===== config.mk =====
export PLATFORM = sky130hd
export DESIGN_NAME = multi_timer_unit
export DESIGN_NICKNAME = d
export VERILOG_FILES = /design/src/rtl/tmr_pkg.sv /design/src/rtl/tmr_prescaler.sv /design/src/rtl/tmr_event_chan.sv /design/src/rtl/tmr_stamp_ctr.sv /design/src/rtl/multi_timer_unit.sv
export SDC_FILE = /design/constraint.sdc
export NUM_CORES = 1
export LEC_CHECK = 0
export CAP_MARGIN = 10
export CORE_ASPECT_RATIO = 1.4
export CORE_MARGIN = 8
export CORE_UTILIZATION = 40
export CTS_CLUSTER_DIAMETER = 200
export DETAILED_ROUTE_END_ITERATION = 7
export DONT_BUFFER_PORTS = 1
export GPL_TIMING_DRIVEN = 0
export HOLD_SLACK_MARGIN = 0.15
export SLEW_MARGIN = 10
export SYNTH_ARGS = -nofsm -noshare
export SYNTH_HDL_FRONTEND = slang
export SYNTH_HIERARCHICAL = 1
export SYNTH_SLANG_ARGS = --single-unit

===== constraint.sdc =====
create_clock -name clk -period 4.7 [get_ports clk]
set_input_delay 0.47 -clock clk [delete_from_list [all_inputs] [get_ports clk]]
set_output_delay 0.47 -clock clk [all_outputs]
set_load 0.03 [all_outputs]

===== src/rtl/tmr_pkg.sv =====
package tmr_pkg;
    localparam int unsigned NUM_CH        = 4;
    localparam int unsigned NUM_RATES     = 4;
    localparam int unsigned DECADE        = 10;
    localparam int unsigned CNT_W         = 16;
    localparam int unsigned STAMP_W       = 32;
    localparam int unsigned BUS_W         = 32;
    localparam int unsigned ADDR_W        = 5;
    localparam int unsigned IDX_W         = ADDR_W - 2;
    localparam int unsigned RATE_W        = $clog2(NUM_RATES);
    localparam int unsigned EN_LSB        = 16;
    localparam int unsigned MODE_LSB      = 12;
    localparam int unsigned STAMP_SEL_LSB = 8;
    localparam int unsigned STAMP_SEL_W   = 3;
    localparam int unsigned STAMP_IDX     = NUM_CH + 1;
    localparam logic [BUS_W-1:0] CTRL_MASK = 32'h000F_F7FF;

    typedef enum logic [1:0] {
        CH_HALT = 2'd0,
        CH_RUN  = 2'd1,
        CH_DONE = 2'd2
    } ch_state_e;

    typedef struct packed {
        logic              enable;
        logic              periodic;
        logic [RATE_W-1:0] rate;
    } ch_cfg_t;
endpackage


===== src/rtl/tmr_prescaler.sv =====
module tmr_prescaler #(
    parameter int unsigned CYCLES_PER_US = 125
) (
    input  logic                          clk,
    input  logic                          rst_n,
    output logic [tmr_pkg::NUM_RATES-1:0] tick
);
    import tmr_pkg::*;

    localparam int unsigned BASE_W = (CYCLES_PER_US > 1) ? $clog2(CYCLES_PER_US) : 1;
    localparam int unsigned DEC_W  = $clog2(DECADE);

    for (genvar g = 0; g < NUM_RATES; g++) begin : g_stage
        logic strobe_q;
        assign tick[g] = strobe_q;

        if (g == 0) begin : g_base
            logic [BASE_W-1:0] base_cnt;
            always_ff @(posedge clk or negedge rst_n) begin
                if (!rst_n) begin
                    base_cnt <= '0;
                    strobe_q <= 1'b0;
                end else begin
                    strobe_q <= (base_cnt == BASE_W'(CYCLES_PER_US - 1));
                    base_cnt <= (base_cnt == BASE_W'(CYCLES_PER_US - 1)) ? '0 : base_cnt + 1'b1;
                end
            end
            if (CYCLES_PER_US > 1) begin : g_gap
                // the base strobe never lasts two clocks
                p_base_single_r3: assert property (@(posedge clk) disable iff (!rst_n)
                    tick[0] |=> !tick[0]);
            end
        end else begin : g_decade
            logic [DEC_W-1:0] dec_cnt;
            always_ff @(posedge clk or negedge rst_n) begin
                if (!rst_n) begin
                    dec_cnt  <= '0;
                    strobe_q <= 1'b0;
                end else begin
                    strobe_q <= tick[g-1] && (dec_cnt == DEC_W'(DECADE - 1));
                    if (tick[g-1]) begin
                        dec_cnt <= (dec_cnt == DEC_W'(DECADE - 1)) ? '0 : dec_cnt + 1'b1;
                    end
                end
            end
            p_decade_src_r3: assert property (@(posedge clk) disable iff (!rst_n)
                tick[g] |-> $past(tick[g-1]));
        end
    end
endmodule


===== src/rtl/tmr_event_chan.sv =====
module tmr_event_chan (
    input  logic                            clk,
    input  logic                            rst_n,
    input  tmr_pkg::ch_cfg_t                cfg,
    input  logic [tmr_pkg::NUM_RATES-1:0]   tick,
    input  logic                            ctrl_wr,
    input  logic                            cnt_wr,
    input  logic [tmr_pkg::CNT_W-1:0]       cnt_wdata,
    output logic [tmr_pkg::CNT_W-1:0]       count,
    output logic                            irq
);
    import tmr_pkg::*;

    ch_state_e        state_q, state_nx;
    logic [CNT_W-1:0] count_q, count_nx, reload_q;
    logic             fire;
    logic             tick_sel;

    assign tick_sel = tick[cfg.rate];

    always_comb begin
        state_nx = state_q;
        count_nx = count_q;
        fire     = 1'b0;
        unique case (state_q)
            CH_HALT: begin
                if (cfg.enable) state_nx = CH_RUN;
            end
            CH_RUN: begin
                if (!cfg.enable) begin
                    state_nx = CH_HALT;
                end else if (tick_sel) begin
                    if (count_q == '0) begin
                        fire = 1'b1;
                        if (cfg.periodic) count_nx = reload_q;
                        else              state_nx = CH_DONE;
                    end else begin
                        count_nx = count_q - 1'b1;
                    end
                end
            end
            CH_DONE: begin
                if (ctrl_wr) begin
                    state_nx = CH_HALT;
                    count_nx = reload_q;
                end
            end
            default: state_nx = CH_HALT;
        endcase
        if (cnt_wr) count_nx = cnt_wdata;
    end

    // state register
    always_ff @(posedge clk or negedge rst_n) begin
        if (!rst_n) state_q <= CH_HALT;
        else        state_q <= state_nx;
    end

    // outputs and datapath registers
    always_ff @(posedge clk or negedge rst_n) begin
        if (!rst_n) begin
            count_q  <= '0;
            reload_q <= '0;
            irq      <= 1'b0;
        end else begin
            count_q <= count_nx;
            irq     <= fire;
            if (cnt_wr) reload_q <= cnt_wdata;
        end
    end

    assign count = count_q;

    p_halt_frozen_r5: assert property (@(posedge clk) disable iff (!rst_n)
        (state_q == CH_HALT && !cnt_wr) |=> ($stable(count_q) && !irq));
    p_disabled_quiet_r5: assert property (@(posedge clk) disable iff (!rst_n)
        !cfg.enable |=> !irq);
    p_done_hold_r7: assert property (@(posedge clk) disable iff (!rst_n)
        (state_q == CH_DONE && !ctrl_wr && !cnt_wr) |=> ($stable(count_q) && !irq));
    p_fire_at_zero_r6: assert property (@(posedge clk) disable iff (!rst_n)
        irq |-> ($past(count_q) == '0));
endmodule


===== src/rtl/tmr_stamp_ctr.sv =====
module tmr_stamp_ctr (
    input  logic                               clk,
    input  logic                               rst_n,
    input  logic [tmr_pkg::STAMP_SEL_W-1:0]    sel,
    input  logic [tmr_pkg::NUM_RATES-1:0]      tick,
    output logic [tmr_pkg::STAMP_W-1:0]        stamp
);
    import tmr_pkg::*;

    logic advance;

    always_comb begin
        advance = 1'b0;
        if (sel == '0) begin
            advance = 1'b1;
        end else if (int'(sel) <= NUM_RATES) begin
            for (int r = 0; r < NUM_RATES; r++) begin
                if (int'(sel) == r + 1) advance = tick[r];
            end
        end
    end

    always_ff @(posedge clk or negedge rst_n) begin
        if (!rst_n)       stamp <= '0;
        else if (advance) stamp <= stamp + 1'b1;
    end

    p_stamp_step_r9: assert property (@(posedge clk) disable iff (!rst_n)
        (sel == '0) |=> (stamp == $past(stamp) + 1'b1));
    p_stamp_hold_r9: assert property (@(posedge clk) disable iff (!rst_n)
        (int'(sel) > NUM_RATES) |=> $stable(stamp));
endmodule


===== src/rtl/multi_timer_unit.sv =====
module multi_timer_unit #(
    parameter int unsigned CYCLES_PER_US = 125
) (
    input  logic        clk,
    input  logic        rst_n,
    input  logic        bus_sel,
    input  logic        bus_wr,
    input  logic [4:0]  bus_addr,
    input  logic [31:0] bus_wdata,
    output logic [31:0] bus_rdata,
    output logic [3:0]  irq
);
    import tmr_pkg::*;

    logic [BUS_W-1:0]     ctrl_q;
    logic [IDX_W-1:0]     word_idx;
    logic                 wr_en;
    logic                 ctrl_wr;
    logic [NUM_RATES-1:0] tick;
    logic [STAMP_W-1:0]   stamp;
    logic [CNT_W-1:0]     ch_count [NUM_CH];

    assign word_idx = bus_addr[ADDR_W-1:2];
    assign wr_en    = bus_sel && bus_wr;
    assign ctrl_wr  = wr_en && (word_idx == '0);

    always_ff @(posedge clk or negedge rst_n) begin
        if (!rst_n)       ctrl_q <= '0;
        else if (ctrl_wr) ctrl_q <= bus_wdata & CTRL_MASK;
    end

    tmr_prescaler #(.CYCLES_PER_US(CYCLES_PER_US)) u_prescaler (
        .clk   (clk),
        .rst_n (rst_n),
        .tick  (tick)
    );

    for (genvar c = 0; c < NUM_CH; c++) begin : g_chan
        ch_cfg_t cfg;
        logic    cnt_wr;
        assign cfg.enable   = ctrl_q[EN_LSB + c];
        assign cfg.periodic = ctrl_q[MODE_LSB + c];
        assign cfg.rate     = ctrl_q[RATE_W*c +: RATE_W];
        assign cnt_wr       = wr_en && (word_idx == IDX_W'(c + 1));

        tmr_event_chan u_chan (
            .clk       (clk),
            .rst_n     (rst_n),
            .cfg       (cfg),
            .tick      (tick),
            .ctrl_wr   (ctrl_wr),
            .cnt_wr    (cnt_wr),
            .cnt_wdata (bus_wdata[CNT_W-1:0]),
            .count     (ch_count[c]),
            .irq       (irq[c])
        );
    end

    tmr_stamp_ctr u_stamp (
        .clk   (clk),
        .rst_n (rst_n),
        .sel   (ctrl_q[STAMP_SEL_LSB +: STAMP_SEL_W]),
        .tick  (tick),
        .stamp (stamp)
    );

    always_comb begin
        bus_rdata = '0;
        if (word_idx == '0) begin
            bus_rdata = ctrl_q;
        end else if (word_idx == IDX_W'(STAMP_IDX)) begin
            bus_rdata = BUS_W'(stamp);
        end else begin
            for (int i = 0; i < NUM_CH; i++) begin
                if (word_idx == IDX_W'(i + 1)) bus_rdata = BUS_W'(ch_count[i]);
            end
        end
    end

    p_ctrl_reserved_r2: assert property (@(posedge clk) disable iff (!rst_n)
        ctrl_wr |=> ((ctrl_q & ~CTRL_MASK) == '0));
endmodule


---- Yosys cells after proc, flatten, opt, wreduce, memory -nomap -nowiden ----
Index checks and enable logic that the tools add are counted.
cells by class
  equality and inequality tests ........... 57
  add/subtract/negate cells ............... 9
  reductions and logical operators ........ 31
  muxes and demuxes ....................... 93
  $mul .................................... 0
  div/mod/pow operators ................... 0
  bitwise gates (word level) .............. 0
  shift operators ......................... 0
  $lt $le $gt $ge ......................... 5
operator list
  cell                                                         number
  2-to-1 mux 16 bit                                            25
  2-to-1 mux 32 bit                                            5
  one-hot mux 16 bit (2 select lines)                          4
  logical NOT 16 bit                                           4
  subtractor 16 x 1 -> 16 bit (second input constant)          4
  2-to-1 mux 2 bit                                             21
  AND reduction 5 bit                                          8
  != test 3 x 2 -> 1 bit (second input constant)               12
  != test 3 bit (second input constant)                        12
  adder 32 x 1 -> 32 bit (second input constant)               1
  2-to-1 mux 1 bit                                             26
  one-hot mux 2 bit (3 select lines)                           4
  != test 2 bit (second input constant)                        8
  != test 4 bit (second input constant)                        4
  == test 3 bit (second input constant)                        5
  adder 4 x 1 -> 4 bit (second input constant)                 3
  == test 4 bit (second input constant)                        3
  less-than comparator 2 x 3 -> 1 bit (second input constant)  4
  2-to-1 mux 4 bit                                             3
  nonzero test 3 bit                                           4
  == test 3 x 2 -> 1 bit (second input constant)               3
  logical AND 1 bit                                            9
  binary-select mux 1 bit (select 2 bit)                       4
  == test 2 x 1 -> 1 bit (second input constant)               4
  8 further kinds                                              15
storage, ports and cells
  bits in writable memories ............... 0
  bits in latches ......................... 0
  memories ................................ 0
  memory bits (read-only) ................. 0
  input port bits ......................... 41
  register bits ........................... 214

---- Depth between registers and ports, before layout ----
Gate-level depths: netlist (run 1).
  depth after elaboration ................. 7
  depth in mapped cells ................... 11

---- By module ----
Netlist (run 1), hierarchy kept.
modules (own cells, without submodules)
  module            area each (µm²)  cells each  times used  sequential area each (µm²)
  tmr_event_chan    2092.0           219         4           875.8
  multi_timer_unit  1774.2           187         1           475.5
  tmr_stamp_ctr     1756.7           156         1           800.8
  tmr_prescaler     1023.5           90          1           575.6

---- Worst setup path after synthesis (run 1) ----
OpenSTA, ideal clock, no wires.
  path type ............................... input to register
  start point ............................. input port bus_addr[4]
  end point ............................... register g_chan[0].u_chan.count_q[9]
  buffers on the path ..................... 3
  arrival time ............................ 2.249 ns
  library setup time ...................... 0.126 ns
  setup slack ............................. 2.325 ns
  cell stages on the path ................. 10
  path through ............................ buf_6 -> and3b_1 -> nand3_2 -> buf_6 -> inv_1 -> a32o_1 -> o21a_1 -> buf_2 -> o21ai_0 -> a311o_1
on the way
  word-level cells in the longest chain between the ends .. 4
  elaborated cells between the ends (all ways) .. 11
ends and longest elaborated chain
  element                               RTL line                RTL
  start, declared                       multi_timer_unit.sv:8   input logic [4:0] bus_addr,
  logical NOT 3 bit                     multi_timer_unit.sv:25  assign ctrl_wr = wr_en && (word_idx == '0);
  logical AND 1 bit                     multi_timer_unit.sv:25
  via ctrl_wr                           multi_timer_unit.sv:18  logic ctrl_wr;
  != test 3 bit (no source line)        -
  AND reduction 5 bit (no source line)  -
  end signal, assigned                  tmr_event_chan.sv:66    count_q <= count_nx;
  end, declared                         tmr_event_chan.sv:15    logic [CNT_W-1:0] count_q, count_nx, reload_q;
The timed path passes the listed nets, and every way through them passes these cells.
A chain may end at the register's enable or synchronous reset.

---- Final worst setup path (run 1) ----
  start point ............................. register g_chan[0].u_chan.count_q[4]
  end point ............................... output port bus_rdata[4]
on the way
  word-level cells in the longest chain between the ends .. 6
ends and longest elaborated chain
  element                         RTL line                RTL
  2-to-1 mux 16 bit               multi_timer_unit.sv:75  if (word_idx == IDX_W'(i + 1)) bus_rdata = BUS_W'(ch_count[i]);
  2-to-1 mux 32 bit (3 in a row)  multi_timer_unit.sv:75
  2-to-1 mux 32 bit               multi_timer_unit.sv:71  end else if (word_idx == IDX_W'(STAMP_IDX)) begin
  2-to-1 mux 32 bit               multi_timer_unit.sv:69  if (word_idx == '0) begin
  end, declared                   multi_timer_unit.sv:10  output logic [31:0] bus_rdata,
No other way between the ends.

==> out/results.md, run 1 <==
### Run status
- run status: finished with violations
- failing checks: hold timing

### Yosys
- flip-flop and latch count after synthesis: 214
- Post-synth EDFFs: 0
- library cell with the largest summed area after synthesis: sky130_fd_sc_hd__dfrtp_1
- share of the synthesized area in the top cell type: 41.44%
- count of different cell masters after synthesis: 75
- share of async-settable or async-resettable flops after synthesis: 100.0%
- Post-synth top flop: sky130_fd_sc_hd__dfrtp_1
- post-synthesis net count: 1361
- register area share after synthesis: 41.44%
- count of synthesis-stage warnings from yosys: 6
- mean post-synth cell area: 9.872 um^2
- Mapped Area: 12920 um^2
- top cells by area, synth: sky130_fd_sc_hd__dfrtp_1 41%, sky130_fd_sc_hd__xor2_1 3.7%, sky130_fd_sc_hd__o21ai_0 3.3%
- gate count of the mapped netlist: 1309

### Floorplan
- initial core utilization: 40.25%
- number of rows created at floorplan: 78
- DIE WIDTH: 167.9 um
- Placeable Area: 32110 um^2
- die area: 38390 um^2
- boundary pin count: 77
- die height: 228.7 um

### Power and ir drop
- Net Sw Power: 2.266 mW
- worst voltage drop across the vdd grid: 0.1728 mV
- cell leakage power: 6.287 nW
- Switching Fraction: 35.90%
- Cell Pwr Density: 438.6 nW/um^2
- combinational fraction of design power: 25.5%
- clock share of power: 29.4%
- internal power: 4.045 mW
- power share of the sequential group: 45.1%
- overall power after layout: 6.311 mW

### Timing
- period utilization: 64.01%
- maximum operating frequency: 0.3324 GHz
- Pins Over Slew Limit: 0
- Final Critical Period: 3.008 ns
- post-route setup TNS: 0 ns
- clock tree skew after final layout: 0.008560 ns
- setup repair after global routing missed its margin: no
- transition time of the tightest slew-check pin: 1.301 ns
- worst slew margin relative to its limit: 12.72%
- hold_ws: -0.3633 ns
- number of endpoints failing setup at the final stage: 0
- number of hold violations in the final report: 214

### Critical path
- Bufs and invs on worst path: 0
- data required time at the worst endpoint: 4.23 ns
- Setup CP Type: reg2out
- arrival time of the worst setup path: 2.54 ns
- worst-path maximum fanout: 7
- kind of capture point of the worst setup path: primary output
- startpoint types: flop
- cell family contributing the most delay on the critical path: compound AO/OA/AOI/OAI gates
- cells along the critical path: mux2_2 -> o32ai_1 -> a221oi_1
- critical-path cell with the highest stage delay: sky130_fd_sc_hd__a221oi_1
- largest stage delay on the critical path: 1.12 ns

### Placed design
- count of input and output buffers: 0
- GP Congestion: 0.9374
- DP Wirelength: 31150 um
- Placed Cells incl. Taps: 1709

### Route
- antenna-violating nets left: 0
- DRC Markers: 0
- number of iterations in the first detailed-routing pass: 6
- count of routing violations after the opening detailed-route iteration: 1135
- Routed WL per cell: 25.26 um
- Post-Route WL: 44730 um
- vias: 11202
- via density per instance: 6.325

### Cells and area
- Area Growth Syn to Fin: 11.35%
- final layout net count: 1406
- Final Core Density: 44.81%
- non-filler cells in the finished layout: 1771
- final-layout fill cell count: 3088
- area taken by multi-input logic gates: 6822 um^2
- footprint of the flip-flops and latches: 5355 um^2
- fraction of final layout cells sized beyond drive strength 1: 14.55%

### Clocking
- CTS HTree Levels: 1
- post-CTS setup repair buffer count: 0
- insertion delay of the later-clocked pin in the worst-skew pair: 0.53 ns
- worst-case clock buffer depth: 3
- CTS tree: yes
- clock root cell: sky130_fd_sc_hd__clkbuf_16
- number of clock sinks seen by CTS: 214
- CTS resizes: 0
- CTS Buf Count: 23
- clock transition at the registers of the reported paths: 0.06 ns
- number of hold buffers added after CTS: 20

### Global routing
- initial antenna violation count: 3
- total track usage: 22.87%
- wire length of the first global-routing pass: 68160 um
- via count of the first global-routing pass: 10977
- total global routing overflow: 0
- maximum number of pins on one net before global-route repair: 215

### Min path
- class of the tightest hold or removal check: in2async

### Run
- reported max-cap violation count: 0

==> synth_stat cells (all sizes together) (12+ instances only) <==
cell	instances
a211o	24
a2111oi	15
inv	58
a21o	16
nor4	16
nand4	30
and3	19
a21oi	55
a211oi	26
xor2	54
mux2i	12
o21ai	88
o31ai	21
o22ai	21
a31oi	32
and4	12
nor3	49
dfrtp	214
a221oi	13
xnor2	18
nand2	99
nor2	47
nor2b	24
clkbuf	39
and2	20
buf	56
nand3	31
o32ai	17
nand2b	16
mux2	53
==> final cells by class <==
type	instances	share of cell area (%)
clock buffers	32	4.652
multi-input cells	938	47.41
diodes	3	0.05217
clock inverters	7	0.6174
repair buffers	20	1.391
well taps	400	3.478
flip-flops and latches	214	37.22
plain buffers	95	3.565
inverters	62	1.617
==> per-stage QoR <==
step                      cell area (um^2)  setup slack, ns
after floorplan                      12920            2.325
after global placement               13420            1.747
after detailed placement             13420            1.736
after CTS                            14380            1.669
after global routing                 14380            1.632
final                                14390            1.692
==> flip-flops by register name, indices dropped and copies added, names as in the netlist <==
name                                  flops
u_prescaler/g_stage.strobe_q              4
g_chan.u_chan/state_q                     8
u_prescaler/g_stage.g_decade.dec_cnt     12
g_chan.u_chan/count                      64
g_chan.u_chan/reload_q                   64
u_prescaler/g_stage.g_base.base_cnt       7
u_stamp/stamp                            32
ctrl_q                                   19
g_chan.u_chan/irq                         4
==> metal layers <==
layer | GRT usage (%) | share of wire (%) | vias up
met1 | 27.13 | 39 | 5572
met5 | 0 | 0 | -
met3 | 4.217 | 7.4 | 119
met4 | 12.70 | 5.8 | 0
li1 | - | - | 4993
met2 | 38.40 | 48 | 518
==> kinds of logic after synthesis <==
| kind of cell | count (synthesis) | synth area share, % |
|---|---|---|
| buffers and inverters | 157 | 5.771 |
| XOR/XNOR | 72 | 4.880 |
| flip-flops | 214 | 41.44 |
| adder cells (fa/ha/maj) | 11 | 1.065 |
| AO/OA/AOI/OAI | 395 | 22.11 |
| multiplexers | 69 | 6.797 |
| AND/OR/NAND/NOR | 391 | 17.94 |
==> cells in the final DEF, fill, tap and decap left out, types with 9 or more instances in the layout <==
| cell type | netlist | final |
|---|---|---|
| sky130_fd_sc_hd__inv_1 | 58 | 58 |
| sky130_fd_sc_hd__buf_4 | 14 | 14 |
| sky130_fd_sc_hd__nand3_1 | 28 | 28 |
| sky130_fd_sc_hd__nor2b_1 | 23 | 23 |
| sky130_fd_sc_hd__a31oi_1 | 32 | 32 |
| sky130_fd_sc_hd__clkbuf_1 | 38 | 41 |
| sky130_fd_sc_hd__buf_6 | 9 | 9 |
| sky130_fd_sc_hd__and2_1 | 19 | 19 |
| sky130_fd_sc_hd__a21o_1 | 16 | 16 |
| sky130_fd_sc_hd__a21oi_1 | 54 | 54 |
| sky130_fd_sc_hd__a211oi_1 | 22 | 22 |
| sky130_fd_sc_hd__mux2_2 | 29 | 29 |
| sky130_fd_sc_hd__dfrtp_1 | 214 | 214 |
| sky130_fd_sc_hd__xor2_1 | 54 | 54 |
| sky130_fd_sc_hd__o21ai_0 | 84 | 84 |
| sky130_fd_sc_hd__nand2b_1 | 16 | 16 |
| sky130_fd_sc_hd__a211o_1 | 24 | 24 |
| sky130_fd_sc_hd__o22ai_1 | 21 | 21 |
| sky130_fd_sc_hd__nand2_1 | 95 | 95 |
| sky130_fd_sc_hd__o31ai_1 | 21 | 21 |
| sky130_fd_sc_hd__mux2i_1 | 12 | 12 |
| sky130_fd_sc_hd__ha_1 | 11 | 11 |
| sky130_fd_sc_hd__nor2_1 | 43 | 43 |
| sky130_fd_sc_hd__and3_1 | 15 | 15 |
| sky130_fd_sc_hd__xnor2_1 | 18 | 18 |
| sky130_fd_sc_hd__nand4_1 | 25 | 25 |
| sky130_fd_sc_hd__a2111oi_2 | 11 | 11 |
| sky130_fd_sc_hd__mux2_4 | 19 | 19 |
| sky130_fd_sc_hd__and4_1 | 11 | 11 |
| sky130_fd_sc_hd__buf_2 | 28 | 28 |
| sky130_fd_sc_hd__dlygate4sd3_1 | 0 | 20 |
| sky130_fd_sc_hd__a221oi_1 | 13 | 13 |
| sky130_fd_sc_hd__nor3_1 | 45 | 45 |
| sky130_fd_sc_hd__o32ai_1 | 17 | 17 |
| sky130_fd_sc_hd__clkbuf_16 | 0 | 23 |
==> power groups by stage <==
| stage | clock network (mW) | logic, mW | registers (mW) |
|---|---|---|---|
| final | 1.86 | 1.61 | 2.84 |
| after floorplan | 0 | 1.26 | 2.60 |
| after global routing | 1.97 | 1.75 | 2.89 |
| after CTS | 1.92 | 1.59 | 2.83 |
| after global placement | 0 | 1.50 | 2.86 |
| after detailed placement | 0 | 1.54 | 2.86 |
==> worst paths after layout <==
path / from / end / slack (ns) / depth (start not counted)
max: g_chan[0].u_chan/count[4] / bus_rdata[4] / 1.69 / 3
min: rst_n / g_chan[0].u_chan/reload_q[12] / -0.36 / 0
max reg2reg: g_chan[3].u_chan/count[0] / g_chan[3].u_chan/count[13] / 2.26 / 8
min reg2reg: u_stamp/stamp[31] / u_stamp/stamp[31] / 0.46 / 1
max in group asynchronous: rst_n / g_chan[0].u_chan/reload_q[1] / 4.51 / 0
min in group clk: bus_wdata[8] / g_chan[1].u_chan/reload_q[8] / 0.19 / 2
No activity file was read; power rests on OpenSTA's default activity.
==> run 2: changes to the inputs <==
- clock period: 4.7 -> 3 ns (I/O delays scaled with it)
==> run 2 against run 1 <==
  * The flow still finishes with violations (hold timing)
  * Combinational power increased by 57%
  * First-iteration DRC count decreased by 2.7%
  * Global-route usage decreased by 0.25 points
  * Routed wire length decreased by 1.2%
  * Count of clock-buffer cells in the layout unchanged
==> out/results.md, run 2 (synthesis gave the netlist of run 1 again) <==
### Run status
- run status: finished with violations
- failing checks: hold timing

### Route
- wire length on met3: 3206 um
- number of iterations in the first detailed-routing pass: 5
- Post-Route WL: 44200 um
- highest signal layer in the routed design: met4
- count of routing violations after the opening detailed-route iteration: 1104
- met1 WL: 17210 um
- via density per instance: 6.287
- antenna-violating nets left: 0
- Routed WL per cell: 24.94 um
- detailed route wirelength on metal2: 21430 um
- vias: 11140
- DRC Markers: 0

### Clocking
- CTS HTree Levels: 1
- CTS resizes: 0
- CTS Buf Count: 23
- number of hold buffers added after CTS: 20
- insertion delay of the later-clocked pin in the worst-skew pair: 0.53 ns
- clock transition at the registers of the reported paths: 0.06 ns
- post-CTS setup repair buffer count: 0
- clock root cell: sky130_fd_sc_hd__clkbuf_16
- worst-case clock buffer depth: 3
- number of clock sinks seen by CTS: 214
- CTS tree: yes

### Global routing
- initial antenna violation count: 4
- wire length of the first global-routing pass: 67560 um
- via count of the first global-routing pass: 10989
- total global routing overflow: 0
- maximum number of pins on one net before global-route repair: 215
- total track usage: 22.62%

### Placed design
- Placed Cells incl. Taps: 1709
- post-place setup slack: 0.2064 ns
- DP Wirelength: 31150 um
- area after detailed placement: 13420 um^2
- GP Congestion: 0.9374
- count of input and output buffers: 0

### Floorplan
- die height: 228.7 um
- Placeable Area: 32110 um^2
- boundary pin count: 77
- die area: 38390 um^2
- DIE WIDTH: 167.9 um
- number of rows created at floorplan: 78
- initial core utilization: 40.25%

### Power and ir drop
- worst voltage drop across the vdd grid: 0.2724 mV
- Cell Pwr Density: 687.5 nW/um^2
- overall power after layout: 9.894 mW
- cell leakage power: 6.287 nW

### Cells and area
- area taken by multi-input logic gates: 6822 um^2
- final layout net count: 1406
- commonest cells after routing, fill and taps aside: 214 x sky130_fd_sc_hd__dfrtp_1, 95 x sky130_fd_sc_hd__nand2_1, 84 x sky130_fd_sc_hd__o21ai_0
- most common cell after layout, fill and taps aside: sky130_fd_sc_hd__dfrtp_1
- final-layout fill cell count: 3090
- Area Growth Syn to Fin: 11.37%
- fraction of final layout cells sized beyond drive strength 1: 14.55%
- non-filler cells in the finished layout: 1772
- footprint of the flip-flops and latches: 5355 um^2
- Final Instance Area: 14390 um^2

### Timing
- post-route setup TNS: 0 ns
- period utilization: 94.31%
- transition time of the tightest slew-check pin: 1.305 ns
- number of endpoints failing setup at the final stage: 0
- hold_ws: -0.5326 ns
- number of hold violations in the final report: 214
- Pins Over Slew Limit: 0
- maximum operating frequency: 0.3535 GHz
- worst slew margin relative to its limit: 12.49%
- final critical-path setup slack: 0.1708 ns
- setup repair after global routing missed its margin: no
- clock tree skew after final layout: 0.007780 ns
- Final Critical Period: 2.829 ns

### Critical path
- worst-path maximum fanout: 7
- arrival time of the worst setup path: 2.53 ns
- Setup CP Type: reg2out
- startpoint types: flop
- kind of capture point of the worst setup path: primary output
- data required time at the worst endpoint: 2.70 ns

### Run
- reported max-cap violation count: 0

### Min path
- class of the tightest hold or removal check: in2async

## run 2: worst paths after layout
path / from / endpoint / slack (ns) / cells past startpoint
hold reg to reg: u_stamp/stamp[31] / u_stamp/stamp[31] / 0.46 / 1
hold / removal: rst_n / g_chan[0].u_chan/reload_q[12] / -0.53 / 0
min in group clk: bus_sel / g_chan[0].u_chan/reload_q[15] / 0.27 / 5
setup reg to reg: g_chan[1].u_chan/count[2] / g_chan[1].u_chan/count[9] / 0.59 / 5
setup / recovery: g_chan[0].u_chan/count[4] / bus_rdata[4] / 0.17 / 3
max in group asynchronous: rst_n / g_chan[2].u_chan/count[10] / 3.14 / 0
## run 2: worst max-delay path, stage by stage (launching register included)
cell	delay (ns)
sky130_fd_sc_hd__dfrtp_1	0.56
sky130_fd_sc_hd__mux2_2	0.23
sky130_fd_sc_hd__o32ai_1	0.10
sky130_fd_sc_hd__a221oi_1	1.11
## run 2: per-layer routing
layer	vias to the layer above	GRT usage (%)
li1	5009	-
met1	5537	26.83
met2	482	37.98
met3	112	4.286
met4	0	12.42
met5	-	0
## run 2: cell type report
class                   count  share of cell area (%)
multi-input cells         938                   47.40
flip-flops and latches    214                   37.21
clock buffers              32                   4.651
plain buffers              95                   3.565
well taps                 400                   3.478
inverters                  62                   1.617
repair buffers             20                   1.391
clock inverters             7                  0.6173
diodes                      4                 0.06955
## run 2: metrics by stage
| step | hold slack [ns] | util (%) |
|---|---|---|
| finish | -0.5326 | 44.82 |
| global route | -0.5537 | 44.81 |
| CTS | -0.5524 | 44.79 |
| detailed placement | 0.02035 | 41.81 |
| global placement | 0.02031 | 41.81 |
| floorplan | 0.004409 | - |
## run 2: power breakdown
| group | total [mW] | switching, mW | internal [mW] |
|---|---|---|---|
| registers | 4.45 | 0.961 | 3.49 |
| logic | 2.53 | 1.40 | 1.12 |
| clock network | 2.91 | 1.19 | 1.72 |
| total | 9.89 | 3.56 | 6.34 |
